File: config.mk
export PLATFORM = sky130hd
export DESIGN_NAME = synth_serial_loader
export DESIGN_NICKNAME = d
export VERILOG_FILES = /design/src/rtl/sload_pkg.sv /design/src/rtl/sload_edge_detect.sv /design/src/rtl/sload_shifter.sv /design/src/rtl/sload_router.sv /design/src/rtl/sload_range_flags.sv /design/src/rtl/synth_serial_loader.sv
export SDC_FILE = /design/constraint.sdc
export NUM_CORES = 1
export LEC_CHECK = 0
export ABC_AREA = 1
export ABC_CLOCK_PERIOD_IN_PS = 1600
export CAP_MARGIN = 30
export CORE_ASPECT_RATIO = 2
export CORE_MARGIN = 3
export CORE_UTILIZATION = 39
export DETAILED_ROUTE_END_ITERATION = 10
export PLACE_DENSITY = 0.63
export REMOVE_ABC_BUFFERS = 1
export SKIP_CTS_REPAIR_TIMING = 1
export SYNTH_ARGS = -nofsm -noshare
export SYNTH_HDL_FRONTEND = slang
export SYNTH_SLANG_ARGS = --single-unit
File: constraint.sdc
create_clock -name clk -period 1.6 [get_ports clk]
set_input_delay 0.48 -clock clk [delete_from_list [all_inputs] [get_ports clk]]
set_output_delay 0.48 -clock clk [all_outputs]
set_load 0.005 [all_outputs]
File: src/rtl/sload_pkg.sv
// Package: shared types and helpers for the serial divider-setting loader.
// Assumes nothing beyond IEEE 1800-2017 elaboration-time evaluation.
package sload_pkg;

    // Destination selected by the routing bit of a serial word.
    typedef enum logic {
        DEST_MAIN = 1'b0,
        DEST_REF  = 1'b1
    } dest_e;

    // Larger of two widths, used to size the shared shift register.
    function automatic int max_of(input int a, input int b);
        return (a > b) ? a : b;
    endfunction

endpackage

File: src/rtl/sload_edge_detect.sv
// Rise detector: pulses 'rise' for one clk cycle when 'sig' goes from a low
// sample to a high sample. Assumes 'sig' is already synchronous to clk.
module sload_edge_detect (
    input  logic clk,
    input  logic rst_n,
    input  logic sig,
    output logic rise
);
    logic sig_q;

    // Remember the previous sample of the serial clock.
    always_ff @(posedge clk) begin
        if (!rst_n) sig_q <= 1'b0;
        else        sig_q <= sig;
    end

    // A rise is a high sample whose previous sample was low.
    assign rise = sig & ~sig_q;
endmodule

File: src/rtl/sload_shifter.sv
// Serial shift register: each enabled cycle, the new bit enters at the top
// (the routing-bit position) and older bits move down toward bit 0. Bits
// that fall off bit 0 are lost. Assumes shift_en lasts one cycle per bit.
module sload_shifter #(
    parameter int W = 19
) (
    input  logic         clk,
    input  logic         rst_n,
    input  logic         shift_en,
    input  logic         din,
    output logic [W-1:0] q
);
    // Move the word down one place and insert the new bit at the top.
    always_ff @(posedge clk) begin
        if (!rst_n)        q <= '0;
        else if (shift_en) q <= {din, q[W-1:1]};
    end
endmodule

File: src/rtl/sload_router.sv
// Router and holding registers: while 'load' is high, decode the routing bit
// at the top of the word and copy the matching fields into the reference or
// the main register. Field positions follow from LSB-first framing that ends
// at the top bit. Assumes SR_W is at least the longer of the two word lengths.
module sload_router
    import sload_pkg::*;
#(
    parameter int SR_W  = 19,
    parameter int REF_W = 14,
    parameter int A_W   = 7,
    parameter int N_W   = 11
) (
    input  logic             clk,
    input  logic             rst_n,
    input  logic             load,
    input  logic [SR_W-1:0]  word,
    output logic [REF_W-1:0] ref_ratio,
    output logic             ref_presc,
    output logic [A_W-1:0]   main_a,
    output logic [N_W-1:0]   main_n
);
    localparam int CTRL_POS  = SR_W - 1;
    localparam int PRESC_POS = SR_W - 2;
    localparam int REF_LSB   = SR_W - REF_W - 2;
    localparam int A_LSB     = SR_W - A_W - N_W - 1;
    localparam int N_LSB     = A_LSB + A_W;

    dest_e dest;
    logic  load_ref;
    logic  load_main;

    // Decode the destination from the most recently shifted bit.
    always_comb begin
        dest      = dest_e'(word[CTRL_POS]);
        load_ref  = load && (dest == DEST_REF);
        load_main = load && (dest == DEST_MAIN);
    end

    // Reference holding register: ratio and prescaler select.
    always_ff @(posedge clk) begin
        if (!rst_n) begin
            ref_ratio <= '0;
            ref_presc <= 1'b0;
        end else if (load_ref) begin
            ref_ratio <= word[REF_LSB +: REF_W];
            ref_presc <= word[PRESC_POS];
        end
    end

    // Main holding register: swallow count and main count.
    always_ff @(posedge clk) begin
        if (!rst_n) begin
            main_a <= '0;
            main_n <= '0;
        end else if (load_main) begin
            main_a <= word[A_LSB +: A_W];
            main_n <= word[N_LSB +: N_W];
        end
    end
endmodule

File: src/rtl/sload_range_flags.sv
// Range flags: combinational checks of the held settings against the minimum
// ratio, the minimum main count and the swallow-below-count rule. Assumes
// REF_MIN fits in REF_W bits and N_MIN fits in N_W bits.
module sload_range_flags
    import sload_pkg::*;
#(
    parameter int REF_W   = 14,
    parameter int A_W     = 7,
    parameter int N_W     = 11,
    parameter int REF_MIN = 8,
    parameter int N_MIN   = 16
) (
    input  logic [REF_W-1:0] ref_ratio,
    input  logic [A_W-1:0]   main_a,
    input  logic [N_W-1:0]   main_n,
    output logic             ratio_low,
    output logic             count_low,
    output logic             a_not_below_n
);
    localparam int CMP_W = max_of(A_W, N_W);

    logic [CMP_W-1:0] a_ext;
    logic [CMP_W-1:0] n_ext;

    // Widen both counts to a common width before comparing.
    generate
        if (A_W < CMP_W) begin : g_pad_a
            assign a_ext = {{(CMP_W-A_W){1'b0}}, main_a};
        end else begin : g_keep_a
            assign a_ext = main_a;
        end
        if (N_W < CMP_W) begin : g_pad_n
            assign n_ext = {{(CMP_W-N_W){1'b0}}, main_n};
        end else begin : g_keep_n
            assign n_ext = main_n;
        end
    endgenerate

    // Compare the settings against their limits.
    always_comb begin
        ratio_low     = ref_ratio < REF_W'(REF_MIN);
        count_low     = main_n < N_W'(N_MIN);
        a_not_below_n = a_ext >= n_ext;
    end
endmodule

File: src/rtl/synth_serial_loader.sv
// Top: serial divider-setting loader. Finds serial-clock rises, shifts the
// data into a register as long as the longer word, routes the word to the
// reference or main register while the load strobe is high, and flags
// out-of-range settings. Assumes all serial lines are synchronous to clk.
module synth_serial_loader
    import sload_pkg::*;
#(
    parameter int REF_W   = 14,
    parameter int A_W     = 7,
    parameter int N_W     = 11,
    parameter int REF_MIN = 8,
    parameter int N_MIN   = 16
) (
    input  logic             clk,
    input  logic             rst_n,
    input  logic             ser_clk,
    input  logic             ser_data,
    input  logic             ser_load,
    output logic [REF_W-1:0] ref_ratio,
    output logic             ref_presc_sel,
    output logic [A_W-1:0]   main_swallow,
    output logic [N_W-1:0]   main_count,
    output logic             ref_ratio_low,
    output logic             main_count_low,
    output logic             swallow_not_below_count
);
    localparam int REF_WORD  = REF_W + 2;
    localparam int MAIN_WORD = A_W + N_W + 1;
    localparam int SR_W      = max_of(REF_WORD, MAIN_WORD);

    logic            shift_rise;
    logic [SR_W-1:0] shift_q;

    // Find serial-clock rises.
    sload_edge_detect u_edge (
        .clk   (clk),
        .rst_n (rst_n),
        .sig   (ser_clk),
        .rise  (shift_rise)
    );

    // Collect serial bits.
    sload_shifter #(.W(SR_W)) u_shift (
        .clk      (clk),
        .rst_n    (rst_n),
        .shift_en (shift_rise),
        .din      (ser_data),
        .q        (shift_q)
    );

    // Route the word to its holding register.
    sload_router #(
        .SR_W  (SR_W),
        .REF_W (REF_W),
        .A_W   (A_W),
        .N_W   (N_W)
    ) u_route (
        .clk       (clk),
        .rst_n     (rst_n),
        .load      (ser_load),
        .word      (shift_q),
        .ref_ratio (ref_ratio),
        .ref_presc (ref_presc_sel),
        .main_a    (main_swallow),
        .main_n    (main_count)
    );

    // Flag out-of-range settings.
    sload_range_flags #(
        .REF_W   (REF_W),
        .A_W     (A_W),
        .N_W     (N_W),
        .REF_MIN (REF_MIN),
        .N_MIN   (N_MIN)
    ) u_flags (
        .ref_ratio     (ref_ratio),
        .main_a        (main_swallow),
        .main_n        (main_count),
        .ratio_low     (ref_ratio_low),
        .count_low     (main_count_low),
        .a_not_below_n (swallow_not_below_count)
    );
endmodule

==> results.py, run 1 <==
metrics = {
    "logic_synthesis": {
        "yosys.area.top_type_share_pct": 49.8,
        "synth_seq_cells": 53,
        "synth_area_um2": 2130,
        "synth-seq-area-share_pct": 49.8,
        "synth-edff-count": 0,
        "synth_top_cell_by_area": "dfxtp_1",
        "yosys_warnings": 0,
        "avgSynthCellArea_um2": 7.77,
        "synth_most_common_cell": "nor2_1",
        "synthArstFlopShare_pct": 0,
        "synthTopCellsByArea": "dfxtp_1, nor2_1, o21ai_0",
        "synth.distinct_cells": 23,
        "synthTopCellsByCount": "nor2_1, dfxtp_1, o21ai_0",
        "synthCells": 274,
        "synth_flop_cell": "dfxtp_1",
    },
    "worst_hold_path": {
        "min_path_type": "flop to flop",
    },
    "sta": {
        "fin_skew_ns": 0.00501,
        "timing.fmax_mhz": 526,
        "rsz0062_at_grt": "true",
        "timing.final.crit_share_pct": 119,
        "slew_viol_final": 0,
        "tns_ns": -0.341,
        "setup_viol": 3,
        "finalWorstSetupSlack_ns": -0.303,
        "tightest_slew_ns": 0.326,
        "relSlewSlack_pct": 78.0,
        "period_minus_slack_ns": 1.90,
        "hold_violations": 0,
    },
    "power": {
        "leakage_nw": 1.88,
        "powerDensity_nw_per_um2": 929,
        "ir_drop_v": 0.000843,
    },
    "finish": {
        "multiInputGateArea_um2": 1020,
        "antenna_cells": 0,
        "area_growth_pct": 49.6,
        "regArea_um2": 1100,
        "drive_gt1_share_pct": 33.9,
        "fillers": 485,
        "nNetsFinal": 365,
    },
    "worst_setup_path": {
        "crit_top_cell": "nand2_1",
        "cpLargestDelayFamily": "flip-flops",
        "worst_ep_arrival_time_ns": 1.42,
        "critPathMaxFanout": 2,
        "crit_buf_inv": 3,
        "path_class": "flop to primary output",
        "path_cells": "inv_2 > ha_4 > nand2_1 > inv_1 > nand2_1 > nor2_1 > nand2_1 > nand3_1 > clkbuf_2",
        "worstSetupEndpointType": "primary output",
        "required_ns": 1.12,
        "crit_path_max_incr_delay_ns": 0.34,
        "start_kind": "flop",
        "cp_slowest_cell": "dfxtp_2",
    },
    "die": {
        "ios": 41,
        "die-area_um2": 6440,
        "start_util_pct": 40.7,
        "fp.dieH_um": 111,
        "die_x_um": 58.3,
        "row_count": 37,
        "core_area_um2": 5230,
    },
    "global_route": {
        "grt_pass1_wl_um": 8050,
        "grt.total_usage_pct": 15.8,
        "grt-ovfl-total": 0,
        "grt_max_degree": 54,
        "antenna_found_initial": 0,
        "grt_pass1_vias": 1818,
    },
    "routing": {
        "drc": 0,
        "drtIter0Drc": 42,
        "wl_um": 5010,
        "postRouteAntennaNets": 0,
        "avgViaCountPerCell": 4.80,
        "num_vias": 1979,
        "first_pass_iters": 4,
        "wire_per_inst_um": 12.2,
    },
    "clock_tree": {
        "htreeDepth": 2,
        "clkLatencyLatePin_ns": 0.31,
        "cts_sinks": 53,
        "path_clk_slew_ns": 0.09,
        "clockBufferDepth": 2,
        "cts-root-buf": "clkbuf_8",
        "cts_made_buffers": 5,
        "cts_tree": "built",
    },
    "status": {
        "status": "finished with violations",
        "violations": "negative setup slack",
    },
    "placed_design": {
        "hpwlAfterDp_um": 3490,
        "pre_cts_slack_ns": -0.422,
        "gp_congestion": 0.791,
        "port_buffers": 40,
    },
    "job": {
        "maxCapViolations": 0,
    },
}
==> area by class of cell <==
cell class	instances	area share (%)
Sequential cell	53	34.6
Multi-Input combinational cell	189	31.9
Timing Repair Buffer	84	25.6
Clock buffer	7	3.02
Inverter	20	2.51
Tap cell	58	2.28
Clock inverter	1	0.157
==> stage by stage <==
stage | utilization [%] | hold slack (ns) | area, µm² | std cells | total power, mW
2_1_floorplan | - | 0.463 | 2040 | 262 | 1.77
3_3_place_gp | 54.4 | 0.473 | 2840 | 402 | 2.12
5_1_grt | 60.9 | 0.517 | 3190 | 412 | 3.12
4_1_cts | 56.3 | 0.497 | 2950 | 410 | 2.94
3_5_place_dp | 54.4 | 0.476 | 2840 | 402 | 2.13
6_report | 60.9 | 0.478 | 3190 | 412 | 2.96
==> logic make-up (layout without fill, tap and decap cells) <==
family / count (synthesis) / in the layout / share of synthesized area, %
simple gates: 117 / 117 / 22.8
compound gates: 65 / 65 / 15.5
flops: 53 / 53 / 49.8
buf+inv: 32 / 112 / 7.81
fa+ha+maj: 7 / 7 / 4.11
==> per-layer routing <==
layer	routed length (µm)	global-route usage (%)
met3	149	2.46
met1	2110	18.3
met4	94	6.97
met5	0	0
met2	2650	27.5
==> worst reg2reg max path: stages (launching register included) <==
cell and delay [ns]:
dfxtp_1 0.36, nand2_2 0.18, o21ai_0 0.35, nor2_1 0.07
==> state kept, by name (all words and copies together) (netlist names) <==
register and flops:
u_shift.q 19, u_route.ref_ratio 14, u_route.main_n 11, u_route.main_a 7
u_edge.sig_q 1, u_route.ref_presc 1
==> power breakdown <==
| group | switching [mW] | total, mW | internal (mW) | leakage [nW] |
|---|---|---|---|---|
| Sequential | 0.0781 | 1.50 | 1.42 | 0.449 |
| Combinational | 0.298 | 0.640 | 0.342 | 1.38 |
| Clock | 0.426 | 0.817 | 0.392 | 0.0542 |
==> path summary, 6_finish.rpt <==
kind                         from                       to  slack [ns]  cells after the start
max reg2reg         u_shift.q[18]     u_route.ref_ratio[5]        0.54                      3
min reg2reg  u_route.ref_ratio[0]     u_route.ref_ratio[0]        0.48                      2
min          u_route.ref_ratio[0]     u_route.ref_ratio[0]        0.48                      2
max             u_route.main_n[4]  swallow_not_below_count       -0.30                      9
==> cell usage in the layout (no fill, tap or decap), drive strengths merged <==
| master | n |
|---|---|
| nor2 | 93 |
| dfxtp | 53 |
| o21ai | 52 |
| buf | 46 |
| dlymetal6s2s | 33 |
| inv | 20 |
| nand2 | 18 |
| a21oi | 13 |
| clkbuf | 8 |
| ha | 7 |
| clkdlybuf4s50 | 4 |
| nand3 | 3 |
| nor4 | 1 |
| nor3 | 1 |
| nand3b | 1 |
| clkinv | 1 |
No activity file was read; power rests on OpenSTA's default activity.
==> inputs of run 2 (changes only) <==
Settings changed: CORE_UTILIZATION 39 to 51, GPL_TIMING_DRIVEN set to 1, PLACE_DENSITY 0.63 to 0.79.
==> results.py, run 2 (same netlist as run 1, synthesis figures left out) <==
metrics = {
    "power": {
        "ir_drop_v": 0.00103,
        "leakage_nw": 1.92,
        "powerDensity_nw_per_um2": 961,
    },
    "sta": {
        "setup_viol": 3,
        "relSlewSlack_pct": 84.2,
        "hold_slack_ns": 0.483,
        "rsz0062_at_grt": "true",
        "timing.fmax_mhz": 500,
        "finalWorstSetupSlack_ns": -0.399,
        "slew_viol_final": 0,
        "tns_ns": -0.473,
        "tightest_slew_ns": 0.235,
        "timing.final.crit_share_pct": 125,
        "fin_skew_ns": 0.00658,
        "period_minus_slack_ns": 2.00,
        "hold_violations": 0,
    },
    "status": {
        "status": "finished with violations",
        "violations": "negative setup slack",
    },
    "worst_setup_path": {
        "start_kind": "flop",
        "required_ns": 1.12,
        "critPathMaxFanout": 2,
        "path_cells": "inv_2 > ha_4 > nand2_2 > inv_1 > nand2_1 > nor2_1 > nand2_1 > nand3_1 > buf_2",
        "path_class": "flop to primary output",
        "worstSetupEndpointType": "primary output",
        "r2r_slack_ns": 0.52,
        "worst_ep_arrival_time_ns": 1.52,
        "crit_path_max_incr_delay_ns": 0.35,
        "crit_top_cell": "nand2_1",
        "cp_slowest_cell": "dfxtp_2",
    },
    "finish": {
        "largest_reg_flops": 19,
        "largest-register": "u_shift.q",
        "largest_registers": "u_shift.q: 19 flops, u_route.ref_ratio: 14 flops, u_route.main_n: 11 flops",
        "fillers": 244,
        "antenna_cells": 0,
        "final_common_cell": "nor2_1",
        "area_growth_pct": 53.4,
        "nNetsFinal": 372,
        "final_cell_mix": "nor2_1, o21ai_0, buf_4, dlymetal6s2s_1, dfxtp_2",
        "drive_gt1_share_pct": 35.5,
    },
    "routing": {
        "drtIter0Drc": 64,
        "num_vias": 2123,
        "wire_per_inst_um": 14.4,
        "avgViaCountPerCell": 5.15,
        "postRouteAntennaNets": 0,
        "first_pass_iters": 4,
        "wl_um": 5930,
        "drc": 0,
    },
    "clock_tree": {
        "clkLatencyLatePin_ns": 0.31,
        "cts_sinks": 53,
        "clockBufferDepth": 2,
        "cts_made_buffers": 5,
        "path_clk_slew_ns": 0.09,
        "htreeDepth": 2,
        "cts_tree": "built",
        "cts-root-buf": "clkbuf_8",
    },
    "global_route": {
        "grt.total_usage_pct": 22.7,
        "grt_pass1_vias": 1973,
        "grt_pass1_wl_um": 8780,
        "grt_max_degree": 54,
        "antenna_found_initial": 0,
        "grt-ovfl-total": 0,
    },
    "placed_design": {
        "gp_congestion": 0.784,
        "hpwlAfterDp_um": 3930,
        "port_buffers": 40,
    },
    "die": {
        "die-area_um2": 5030,
        "core_area_um2": 3920,
        "row_count": 32,
        "ios": 41,
        "die_x_um": 51.7,
        "fp.dieH_um": 97.4,
        "start_util_pct": 54.3,
    },
    "worst_hold_path": {
        "min_path_type": "flop to flop",
    },
    "job": {
        "maxCapViolations": 0,
    },
}
[run 2: area by class of cell]
type | instances | area [µm²] | area share [%]
Timing Repair Buffer | 91 | 901 | 27.6
Inverter | 20 | 80.1 | 2.45
Tap cell | 51 | 63.8 | 1.95
Sequential cell | 53 | 1100 | 33.8
Clock inverter | 2 | 37.5 | 1.15
Clock buffer | 6 | 82.6 | 2.53
Multi-Input combinational cell | 189 | 998 | 30.6
[run 2: metal layers]
metal	wire length (µm)	global-route usage (%)	up-vias
met3	201	3.84	17
met1	2220	24.1	991
li1	-	-	1052
met4	199	9.09	0
met5	0	0	-
met2	3310	41.7	63
[run 2: critical path, delay by kind of cell, from the launching register on]
| kind | cells | cell delay (ns) |
|---|---|---|
| adder cells (fa/ha/maj) | 1 | 0.25 |
| flip-flops | 1 | 0.35 |
| AND/OR/NAND/NOR | 5 | 0.38 |
| buffers and inverters | 3 | 0.22 |
[run 2: final timing paths]
path | start | endpoint | depth (start not counted)
worst max register to register | u_shift.q[18] | u_route.main_n[8] | 4
worst min-delay path | u_route.ref_ratio[1] | u_route.ref_ratio[1] | 2
worst min register to register | u_route.ref_ratio[1] | u_route.ref_ratio[1] | 2
worst max-delay path | u_route.main_n[3] | swallow_not_below_count | 9
[run 2: power by group]
| part | internal [mW] | switching [mW] | total (mW) |
|---|---|---|---|
| sequential | 1.42 | 0.0819 | 1.51 |
| combinational | 0.364 | 0.332 | 0.696 |
| clock | 0.509 | 0.430 | 0.938 |
| total | 2.30 | 0.844 | 3.14 |
[run 2: per-stage QoR]
stage	setup slack [ns]	utilization (%)	area, µm²	instances	power, mW
after floorplan	0.0969	-	2040	262	1.77
after global placement	-0.364	74.4	2920	401	2.14
after detailed placement	-0.479	74.4	2920	401	2.17
after CTS	-0.828	77.4	3040	409	3.10
after global routing	-0.481	83.3	3270	412	3.28
final	-0.399	83.3	3270	412	3.14
